--- src/rtl/rfvc_pkg.sv ---
package rfvc_pkg;

   localparam int MAX_CH = 8;

   typedef enum logic [1:0] {
      PH_POS_I = 2'd0,
      PH_POS_Q = 2'd1,
      PH_NEG_I = 2'd2,
      PH_NEG_Q = 2'd3
   } rfvc_phase_e;

endpackage

--- src/rtl/rfvc_iq_demod.sv ---
module rfvc_iq_demod #(
   parameter int DW = 16
) (
   input  logic                 clk,
   input  logic                 rst_n,
   input  logic                 run,
   input  logic [1:0]           ph,
   input  logic [DW-1:0]        x,
   output logic signed [DW:0]   i_o,
   output logic signed [DW:0]   q_o
);
   import rfvc_pkg::*;

   logic signed [DW:0] x_ext;
   logic signed [DW:0] x_neg;

   assign x_ext = {x[DW-1], x};
   assign x_neg = -x_ext;

   always_ff @(posedge clk) begin
      if (!rst_n || !run) begin
         i_o <= '0;
         q_o <= '0;
      end else begin
         case (rfvc_phase_e'(ph))
            PH_POS_I: i_o <= x_ext;
            PH_POS_Q: q_o <= x_ext;
            PH_NEG_I: i_o <= x_neg;
            PH_NEG_Q: q_o <= x_neg;
            default:  i_o <= x_ext;
         endcase
      end
   end

endmodule

--- src/rtl/rfvc_vsum.sv ---
module rfvc_vsum #(
   parameter int NCH = 4,
   parameter int DW  = 16,
   parameter int SW  = DW + 1 + $clog2(NCH)
) (
   input  logic                    clk,
   input  logic                    rst_n,
   input  logic                    run,
   input  logic [NCH*(DW+1)-1:0]   vec,
   output logic signed [SW-1:0]    sum_o
);
   logic signed [SW-1:0] acc;

   always_comb begin
      acc = '0;
      for (int k = 0; k < NCH; k++) begin
         acc = acc + SW'($signed(vec[k*(DW+1) +: (DW+1)]));
      end
   end

   always_ff @(posedge clk) begin
      if (!rst_n || !run) sum_o <= '0;
      else                sum_o <= acc;
   end

   a_r8_sum_idle: assert property (@(posedge clk) disable iff (!rst_n)
      !run |=> sum_o == '0);

endmodule

--- src/rtl/rfvc_pi_axis.sv ---
module rfvc_pi_axis #(
   parameter int SW  = 19,
   parameter int DW  = 16,
   parameter int KW  = 8,
   parameter int KSH = 4,
   parameter int IW  = 24,
   parameter int ISH = 6
) (
   input  logic                  clk,
   input  logic                  rst_n,
   input  logic                  run,
   input  logic signed [SW-1:0]  set_v,
   input  logic signed [SW-1:0]  fb_v,
   input  logic signed [KW-1:0]  kp,
   input  logic [DW-2:0]         lim,
   output logic signed [DW-1:0]  out_q
);
   localparam int EW = SW + 1;
   localparam int PW = EW + KW;
   localparam int CW = ((PW > IW) ? PW : IW) + 1;
   localparam longint IMAXL = (longint'(1) <<< (IW - 1)) - 1;
   localparam longint DMAXL = (longint'(1) <<< (DW - 1)) - 1;
   localparam logic signed [IW:0]   IMAX = (IW+1)'(IMAXL);
   localparam logic signed [IW:0]   IMIN = (IW+1)'(-IMAXL - 1);
   localparam logic signed [CW-1:0] DMAX = CW'(DMAXL);
   localparam logic signed [CW-1:0] DMIN = CW'(-DMAXL - 1);

   logic signed [EW-1:0]  err;
   logic signed [IW-1:0]  integ_q, integ_d;
   logic signed [IW:0]    isum;
   logic signed [PW-1:0]  prod, pterm;
   logic signed [CW-1:0]  comb_v, sat_v;
   logic signed [DW-1:0]  limp, limn, out_d;

   assign err   = EW'(set_v) - EW'(fb_v);
   assign isum  = (IW+1)'(integ_q) + (IW+1)'(err);
   assign prod  = err * kp;
   assign pterm = prod >>> KSH;
   assign limp  = $signed({1'b0, lim});
   assign limn  = -limp;

   always_comb begin
      if (isum > IMAX)      integ_d = IMAX[IW-1:0];
      else if (isum < IMIN) integ_d = IMIN[IW-1:0];
      else                  integ_d = isum[IW-1:0];

      comb_v = CW'(pterm) + CW'(integ_d >>> ISH);
      if (comb_v > DMAX)      sat_v = DMAX;
      else if (comb_v < DMIN) sat_v = DMIN;
      else                    sat_v = comb_v;

      if (sat_v[DW-1:0] > limp && sat_v >= 0)      out_d = limp;
      else if ($signed(sat_v[DW-1:0]) < limn)       out_d = limn;
      else                                          out_d = sat_v[DW-1:0];
   end

   always_ff @(posedge clk) begin
      if (!rst_n || !run) begin
         integ_q <= '0;
         out_q   <= '0;
      end else begin
         integ_q <= integ_d;
         out_q   <= out_d;
      end
   end

   a_r6_integ_rise: assert property (@(posedge clk) disable iff (!rst_n)
      (run && !err[EW-1]) |=> integ_q >= $past(integ_q));
   a_r6_integ_fall: assert property (@(posedge clk) disable iff (!rst_n)
      (run && err[EW-1]) |=> integ_q <= $past(integ_q));
   a_r7_clamp: assert property (@(posedge clk) disable iff (!rst_n)
      run |=> (out_q <= $past(limp)) && (out_q >= -$past(limp)));
   a_r8_out_idle: assert property (@(posedge clk) disable iff (!rst_n)
      !run |=> (out_q == '0) && (integ_q == '0));

endmodule

--- src/rtl/rfvc_loop_ctrl.sv ---
module rfvc_loop_ctrl #(
   parameter int NCH = 4,
   parameter int DW  = 16,
   parameter int KW  = 8,
   parameter int KSH = 4,
   parameter int IW  = 24,
   parameter int ISH = 6
) (
   input  logic                      clk,
   input  logic                      rst_n,
   input  logic                      pulse_gate,
   input  logic                      fault_in,
   input  logic                      kill_clr,
   input  logic [NCH*DW-1:0]         adc_data,
   input  logic [DW+$clog2(NCH):0]   set_i,
   input  logic [DW+$clog2(NCH):0]   set_q,
   input  logic [KW-1:0]             kp,
   input  logic [DW-2:0]             mag_lim,
   output logic [DW-1:0]             dac_i,
   output logic [DW-1:0]             dac_q
);
   localparam int SW = DW + 1 + $clog2(NCH);

   if (NCH < 1 || NCH > rfvc_pkg::MAX_CH) begin : g_bad_nch
      $error("NCH out of range");
   end
   if (IW < SW + 2 || IW > 62) begin : g_bad_iw
      $error("IW must cover the error width and fit 62 bits");
   end
   if (ISH >= IW || KSH >= SW + KW) begin : g_bad_shift
      $error("shift exceeds operand width");
   end

   logic                       kill_q;
   logic                       run;
   logic [1:0]                 ph_q;
   logic [NCH*(DW+1)-1:0]      i_vec, q_vec;
   logic signed [SW-1:0]       sum_ax [2];
   logic signed [SW-1:0]       set_ax [2];
   logic signed [DW-1:0]       out_ax [2];

   assign run       = pulse_gate & ~kill_q & ~fault_in;
   assign set_ax[0] = $signed(set_i);
   assign set_ax[1] = $signed(set_q);

   always_ff @(posedge clk) begin
      if (!rst_n) begin
         kill_q <= 1'b0;
         ph_q   <= 2'd0;
      end else begin
         kill_q <= fault_in | (kill_q & ~kill_clr);
         ph_q   <= run ? ph_q + 2'd1 : 2'd0;
      end
   end

   for (genvar ch = 0; ch < NCH; ch++) begin : g_ch
      logic signed [DW:0] i_c, q_c;
      rfvc_iq_demod #(.DW(DW)) u_demod (
         .clk   (clk),
         .rst_n (rst_n),
         .run   (run),
         .ph    (ph_q),
         .x     (adc_data[ch*DW +: DW]),
         .i_o   (i_c),
         .q_o   (q_c)
      );
      assign i_vec[ch*(DW+1) +: (DW+1)] = i_c;
      assign q_vec[ch*(DW+1) +: (DW+1)] = q_c;
   end

   for (genvar ax = 0; ax < 2; ax++) begin : g_ax
      rfvc_vsum #(.NCH(NCH), .DW(DW), .SW(SW)) u_vsum (
         .clk   (clk),
         .rst_n (rst_n),
         .run   (run),
         .vec   ((ax == 0) ? i_vec : q_vec),
         .sum_o (sum_ax[ax])
      );
      rfvc_pi_axis #(.SW(SW), .DW(DW), .KW(KW), .KSH(KSH), .IW(IW), .ISH(ISH)) u_pi (
         .clk   (clk),
         .rst_n (rst_n),
         .run   (run),
         .set_v (set_ax[ax]),
         .fb_v  (sum_ax[ax]),
         .kp    ($signed(kp)),
         .lim   (mag_lim),
         .out_q (out_ax[ax])
      );
   end

   assign dac_i = (kill_q | fault_in) ? '0 : out_ax[0];
   assign dac_q = (kill_q | fault_in) ? '0 : out_ax[1];

   a_r2_phase_step: assert property (@(posedge clk) disable iff (!rst_n)
      run |=> ph_q == $past(ph_q) + 2'd1);
   a_r8_phase_idle: assert property (@(posedge clk) disable iff (!rst_n)
      !pulse_gate |=> ph_q == 2'd0);
   a_r10_fault_sets: assert property (@(posedge clk) disable iff (!rst_n)
      fault_in |=> kill_q);
   a_r10_kill_holds: assert property (@(posedge clk) disable iff (!rst_n)
      (kill_q && !kill_clr) |=> kill_q);
   a_r9_fault_quiet: assert property (@(posedge clk) disable iff (!rst_n)
      fault_in |-> (dac_i == '0) && (dac_q == '0));

endmodule

--- config.mk ---
export PLATFORM = sky130hd
export DESIGN_NAME = rfvc_loop_ctrl
export DESIGN_NICKNAME = d
export VERILOG_FILES = /design/src/rtl/rfvc_pkg.sv /design/src/rtl/rfvc_iq_demod.sv /design/src/rtl/rfvc_vsum.sv /design/src/rtl/rfvc_pi_axis.sv /design/src/rtl/rfvc_loop_ctrl.sv
export SDC_FILE = /design/constraint.sdc
export NUM_CORES = 2
export LEC_CHECK = 0
export ABC_AREA = 1
export BUFFER_PORTS_ARGS = -buffer_cell sky130_fd_sc_hd__buf_2
export CAP_MARGIN = 10
export CORE_MARGIN = 2
export CORE_UTILIZATION = 55
export DETAILED_ROUTE_END_ITERATION = 6
export PLACE_DENSITY = 0.72
export SYNTH_ARGS = -nofsm -noshare
export SYNTH_HDL_FRONTEND = slang
export SYNTH_HIERARCHICAL = 1
export SYNTH_SLANG_ARGS = --single-unit
--- constraint.sdc ---
create_clock -name clk -period 16.85 [get_ports clk]
set_input_delay 2.5275 -clock clk [delete_from_list [all_inputs] [get_ports clk]]
set_output_delay 2.5275 -clock clk [all_outputs]
set_load 0.03 [all_outputs]
**Yosys cells after proc, flatten, opt, wreduce, memory -nomap -nowiden**

Cells that the tools add are included.

- Register bits after elaboration: 257
- Input port bits: 130
- Word-level logic and storage cells: 96
- Output and inout port bits: 32

- $add $sub $neg: 18
- $mul: 2
- Multiplexer cells: 22
- Order comparisons: 14
- Equality and inequality tests: 3
- Reduce and logical (&&, ||, !) cells: 11
- Bitwise gates (word level): 8

Operators by type and width:

| kind | count |
|---|---|
| $pmux W17 S2 | 8 |
| $mux W29 | 4 |
| $mux W24 | 4 |
| $neg A16 Y17 | 4 |
| $mux W16 | 4 |
| $ge A29 B1 Y1 const B | 2 |
| $gt A29 B16 Y1 const B | 2 |
| $lt A29 B16 Y1 const B | 2 |
| $mul A20 B8 Y28 | 2 |
| $add A24 B18 Y25 | 2 |
| $add A24 B20 Y25 | 2 |
| $gt A25 B24 Y1 const B | 2 |
| $lt A25 B24 Y1 const B | 2 |
| $sub A19 B19 Y20 | 2 |
| $add A18 B17 Y19 | 2 |
| $add A19 B17 Y19 | 2 |
| $add A17 B17 Y18 | 2 |
| $gt A16 B15 Y1 | 2 |
| $lt A16 B16 Y1 | 2 |
| $mux W15 | 2 |
| $neg A15 Y16 | 1 |
| $eq A2 B2 Y1 const B | 2 |
| $reduce_bool A2 Y1 | 2 |
| $reduce_or A2 Y1 | 2 |
| other kinds (10) | 17 |

**Logic depth before layout (Yosys ltp)**

- Depth after elaboration: 12
- Mapped depth: 72
- Depth with buffers taken out: 70

**Modules after synthesis**

The synthesis kept the hierarchy.

Modules (own cells, without submodules):

| module | seq. area each (um^2) | cells each | instances | area each (um^2) |
|---|---|---|---|---|
| rfvc_pi_axis at g_ax[1].u_pi | 800.8 | 1717 | 1 | 11777.5 |
| rfvc_pi_axis at g_ax[0].u_pi | 800.8 | 1686 | 1 | 11556.1 |
| rfvc_iq_demod | 680.7 | 299 | 4 | 1928.1 |
| rfvc_vsum at g_ax[0].u_vsum | 380.4 | 358 | 1 | 2529.9 |
| rfvc_vsum at g_ax[1].u_vsum | 380.4 | 355 | 1 | 2493.6 |
| rfvc_loop_ctrl | 60.1 | 85 | 1 | 595.6 |

**Worst setup path before layout**

No wires, ideal clock.

- Path type: input -> register
- Start point: input port set_i[0]
- End point: register g_ax[0].u_pi.out_q[13]
- Path buffers: 2
- Cell stages on the path: 57
- Arrival time: 13.007 ns
- Required time: 16.740 ns
- Setup time: 0.110 ns
- Path slack: 3.733 ns
- Path through: inv_1 -> ha_1 -> fa_1 -> nand3b_1 -> nand2_1 -> a21oi_1 -> o21bai_1 -> nand3_1 -> nand2_1 -> nand2_1 -> nand2_1 -> a21oi_1 -> xnor2_1 -> inv_1 -> nor2_1 -> fa_1 -> fa_1 -> fa_1 -> [21 not listed] -> a2111oi_0 -> nand3_1 -> or3_1 -> ha_1 -> clkbuf_1 -> o21ai_0 -> ha_1 -> nand2_1 -> inv_1 -> nand3_1 -> a31oi_1 -> a2111oi_0 -> nand3_4 -> buf_2 -> nand3_1 -> nand3_1 -> nand3_1 -> inv_1

- Longest elaborated chain between the ends: 12
- Elaborated cells on any way between the ends: 18
- Those cells by class: 3 x add/sub; 1 x mul; 7 x order compare; 6 x mux; 1 x reduce/logical

Ends and longest elaborated chain:

| what | line | text |
|---|---|---|
| start: declaration | rfvc_loop_ctrl.sv:15 | `input logic [DW+$clog2(NCH):0] set_i,` |
| $sub A19 B19 Y20 * | rfvc_pi_axis.sv:35 | `assign err = EW'(set_v) - EW'(fb_v);` |
| $add A24 B20 Y25 | rfvc_pi_axis.sv:36 | `assign isum = (IW+1)'(integ_q) + (IW+1)'(err);` |
| $lt A25 B24 Y1 | rfvc_pi_axis.sv:44 | `else if (isum < IMIN) integ_d = IMIN[IW-1:0];` |
| $mux W24 | rfvc_pi_axis.sv:44 |  |
| $mux W24 | rfvc_pi_axis.sv:43 | `if (isum > IMAX) integ_d = IMAX[IW-1:0];` |
| $add A24 B18 Y25 * | rfvc_pi_axis.sv:47 | `comb_v = CW'(pterm) + CW'(integ_d >>> ISH);` |
| $lt A29 B16 Y1 | rfvc_pi_axis.sv:49 | `else if (comb_v < DMIN) sat_v = DMIN;` |
| $mux W29 | rfvc_pi_axis.sv:49 |  |
| $mux W29 * | rfvc_pi_axis.sv:48 | `if (comb_v > DMAX) sat_v = DMAX;` |
| $ge A29 B1 Y1, or another cell as far along | rfvc_pi_axis.sv:52 | `if (sat_v[DW-1:0] > limp && sat_v >= 0) out_d = limp;` |
| $logic_and A1 B1 Y1 or $mux W16 (tied branches) | rfvc_pi_axis.sv:52, rfvc_pi_axis.sv:53 |  |
| $mux W15 * | rfvc_pi_axis.sv:52 |  |
| end signal: assignment | rfvc_pi_axis.sv:63 | `out_q <= out_d;` |
| end: declaration | rfvc_pi_axis.sv:16 | `output logic signed [DW-1:0] out_q` |

Every way passes the cells marked *; elsewhere a longest branch is shown, timed or not.
A chain may end at the register's enable or synchronous reset.

**Worst setup path in the final report**

Ends and elaborated chain as after synthesis.

==> summary.md <==
| Metric | Value |
|---|---|
| Yosys synthesis warning count | 6 |
| Post-place setup slack | 2.68 ns |
| Hold Crit Class | reg -> reg |
| Top cells by count, synth | 1187 x inv_1, 1097 x nand2_1, 527 x nor2_1 |
| Port Buffers | 161 |
| Worst setup slack after layout | 3.08 ns |
| Largest net degree at the start of global routing | 73 |
| Synth top area share | 17.9% |
| Max-cap viol count | 0 |
| Longest Clk Path Bufs | 3 |
| Area occupied by multi-input gates | 26300 µm² |
| Count of cell types in the netlist | 67 |
| Post-Route WL | 108 mm |
| # DRC | 0 |
| Fillcell total | 6466 |
| CP peak stage delay | 0.54 ns |
| Vias in the first global route | 32000 |
| CTS tree | yes |
| Gp weighted congestion | 0.976 |
| CTS Buf Count | 34 |
| Crit-path max FO | 15 |
| Area contributors post-synth | fa_1 18%, dfxtp_1 14%, inv_1 12%, ha_1 11%, nand2_1 11% |
| Final hold vios | 0 |
| Register Area | 5150 µm² |
| Std-Cell Rows | 94 |
| Max-slew headroom | 35.7% |
| WS Path Type | in -> reg |
| Syn Area/Cell | 6.79 µm² |
| Syn Inst Count | 5397 |
| Initial DRC count | 2448 |
| Worst Path Required | 17.30 ns |
| Clk sinks | 257 |
| Root Driver | clkbuf_16 |
| DRT Pass-1 Iters | 6 |
| Final setup violation count | 0 |
| Core area | 65900 µm² |
| Post-CTS Hold Fix Bufs | 0 |
| Clock transition at the registers of the reported paths | 0.06 ns |
| Startpoint Class | input pin |
| Setup TNS Final | 0 ns |
| Grt total ovfl | 0 |
| Final core occ | 59.5% |
| Htree depth | 2 |
| Post-synth top flop | dfxtp_1 |
| First-pass GRT wire length | 170 mm |
| Ys async rst share | 0% |
| Routed len/inst | 16.9 µm |
| Io pins | 162 |
| Status | completed |
| Min Clock Period, post-route | 13.77 ns |
| Fmax | 72.6 MHz |
| Worst Clk Skew | 0.0337 ns |
| Post-CTS Resized | 0 |
| Worst path arrival time | 14.23 ns |
| Detailed placement HPWL | 89.2 mm |
| Initial antenna violation count | 5 |
| Setup crit end kind | register |
| Die Ht | 262 µm |
| Max-slew violations | 0 |
| Synth Cell Area | 36700 µm² |
| Fraction of layout cells with a size suffix above 1 | 8.84% |
| Area Overhead vs Synth | 6.95% |
| Crit-path slowest cell | xnor2_1 |
| RSZ-0062 raised after global routing | no |
| Sequential share of the synthesized area | 14.0% |
| Vias/cell | 5.29 |
| Die W | 262 µm |
| Crit share post-route | 81.8% |
| EDFF count, synth | 0 |
| DR vias | 33800 |
| Most frequent CP cell | nand2_1 |
| Antenna viol nets, final | 0 |
| Global Route Usage Sum | 31.6% |
| Net count, final | 6283 |
| Top-count cell post-synth | inv_1 |
| Clock latency on the worst-skew pair | 0.58 ns |
| Syn_nets | 6185 |
| Area leader, netlist | fa_1 |
| Die area | 68700 µm² |
| Slew @ Worst Pin | 0.958 ns |
| Synthesized flop and latch total | 257 |
| Postcts setup bufs | 0 |
| Starting Density | 55.7% |
-- worst max-delay path, delay by kind of cell --
family                     cells  cell delay (ns)
AOI/OAI and AO/OA             14             3.10
and+or+nand+nor               25             2.90
adders and majority gates     10             4.14
buffers and inverters          7             0.92
xor gates and xnor gates       2             0.65
-- sequential cells by signal, indices dropped and copies added, names as in the netlist --
register	cells
kill_q	1
g_ch.u_demod/q_o	68
g_ch.u_demod/i_o	68
ph_q	2
g_ax.u_vsum/sum_o	38
g_ax.u_pi/out_q	32
g_ax.u_pi/integ_q	48
-- layout by cell type, fill, tap and decap left out, drive strengths merged, types with 9 or more instances in the layout --
cell	Yosys	layout
clkbuf	46	44
nand3	365	365
nor4	9	9
clkinv	8	12
dfxtp	257	257
a21o	14	14
a31oi	24	24
buf	65	173
nand3b	9	9
ha	330	330
nor2	607	607
inv	1219	1222
a21boi	21	21
o21ai	194	194
nor3	31	31
o21bai	19	19
nand4	26	26
a211oi	14	14
o31ai	34	34
xor2	123	123
a21oi	375	375
nand2	1164	1164
xnor2	54	54
fa	328	328
or2	26	26
-- metrics by stage --
step,hold slack (ns),std cells,instance area [µm²]
final,0.485,6386,39200
after global routing,0.502,6383,39200
after CTS,0.483,6381,39200
after detailed placement,0.476,6322,38000
after global placement,0.467,6322,38000
after floorplan,0.448,5397,36700
-- cell families after synthesis --
logic type,share of synthesized area (%)
DFF,14.0
AOI/OAI and AO/OA,11.1
adders and majority gates,29.2
xor gates and xnor gates,4.32
buffers and inverters,14.3
and+or+nand+nor,27.1
-- cell type report --
cell class	instances	share of cell area, %
multi-input cells	3802	67.0
flip-flops and latches	257	13.1
inverters	1227	11.8
well taps	864	2.76
clock buffers	44	2.34
repair buffers	173	2.34
clock inverters	15	0.651
diodes	4	0.0255
-- per-layer routing --
metal	wire length [µm]	global-route usage (%)
met4	6010	15.8
met1	45500	41.2
met5	11	0
met3	7730	5.10
met2	48600	50.8
-- worst paths after layout --
| path | from | depth (start not counted) | endpoint | slack, ns |
|---|---|---|---|---|
| min | g_ch[3].u_demod/i_o[4] | 2 | g_ch[3].u_demod/i_o[4] | 0.48 |
| max reg2reg | g_ax[0].u_vsum/sum_o[0] | 56 | g_ax[0].u_pi/out_q[13] | 4.73 |
| min reg2reg | g_ch[3].u_demod/i_o[4] | 2 | g_ch[3].u_demod/i_o[4] | 0.48 |
| max | set_i[0] | 58 | g_ax[0].u_pi/out_q[13] | 3.08 |
Power is left out: the tool's default activity adds up to more than one toggle a clock period on the data nets, which glitch-free logic cannot reach.
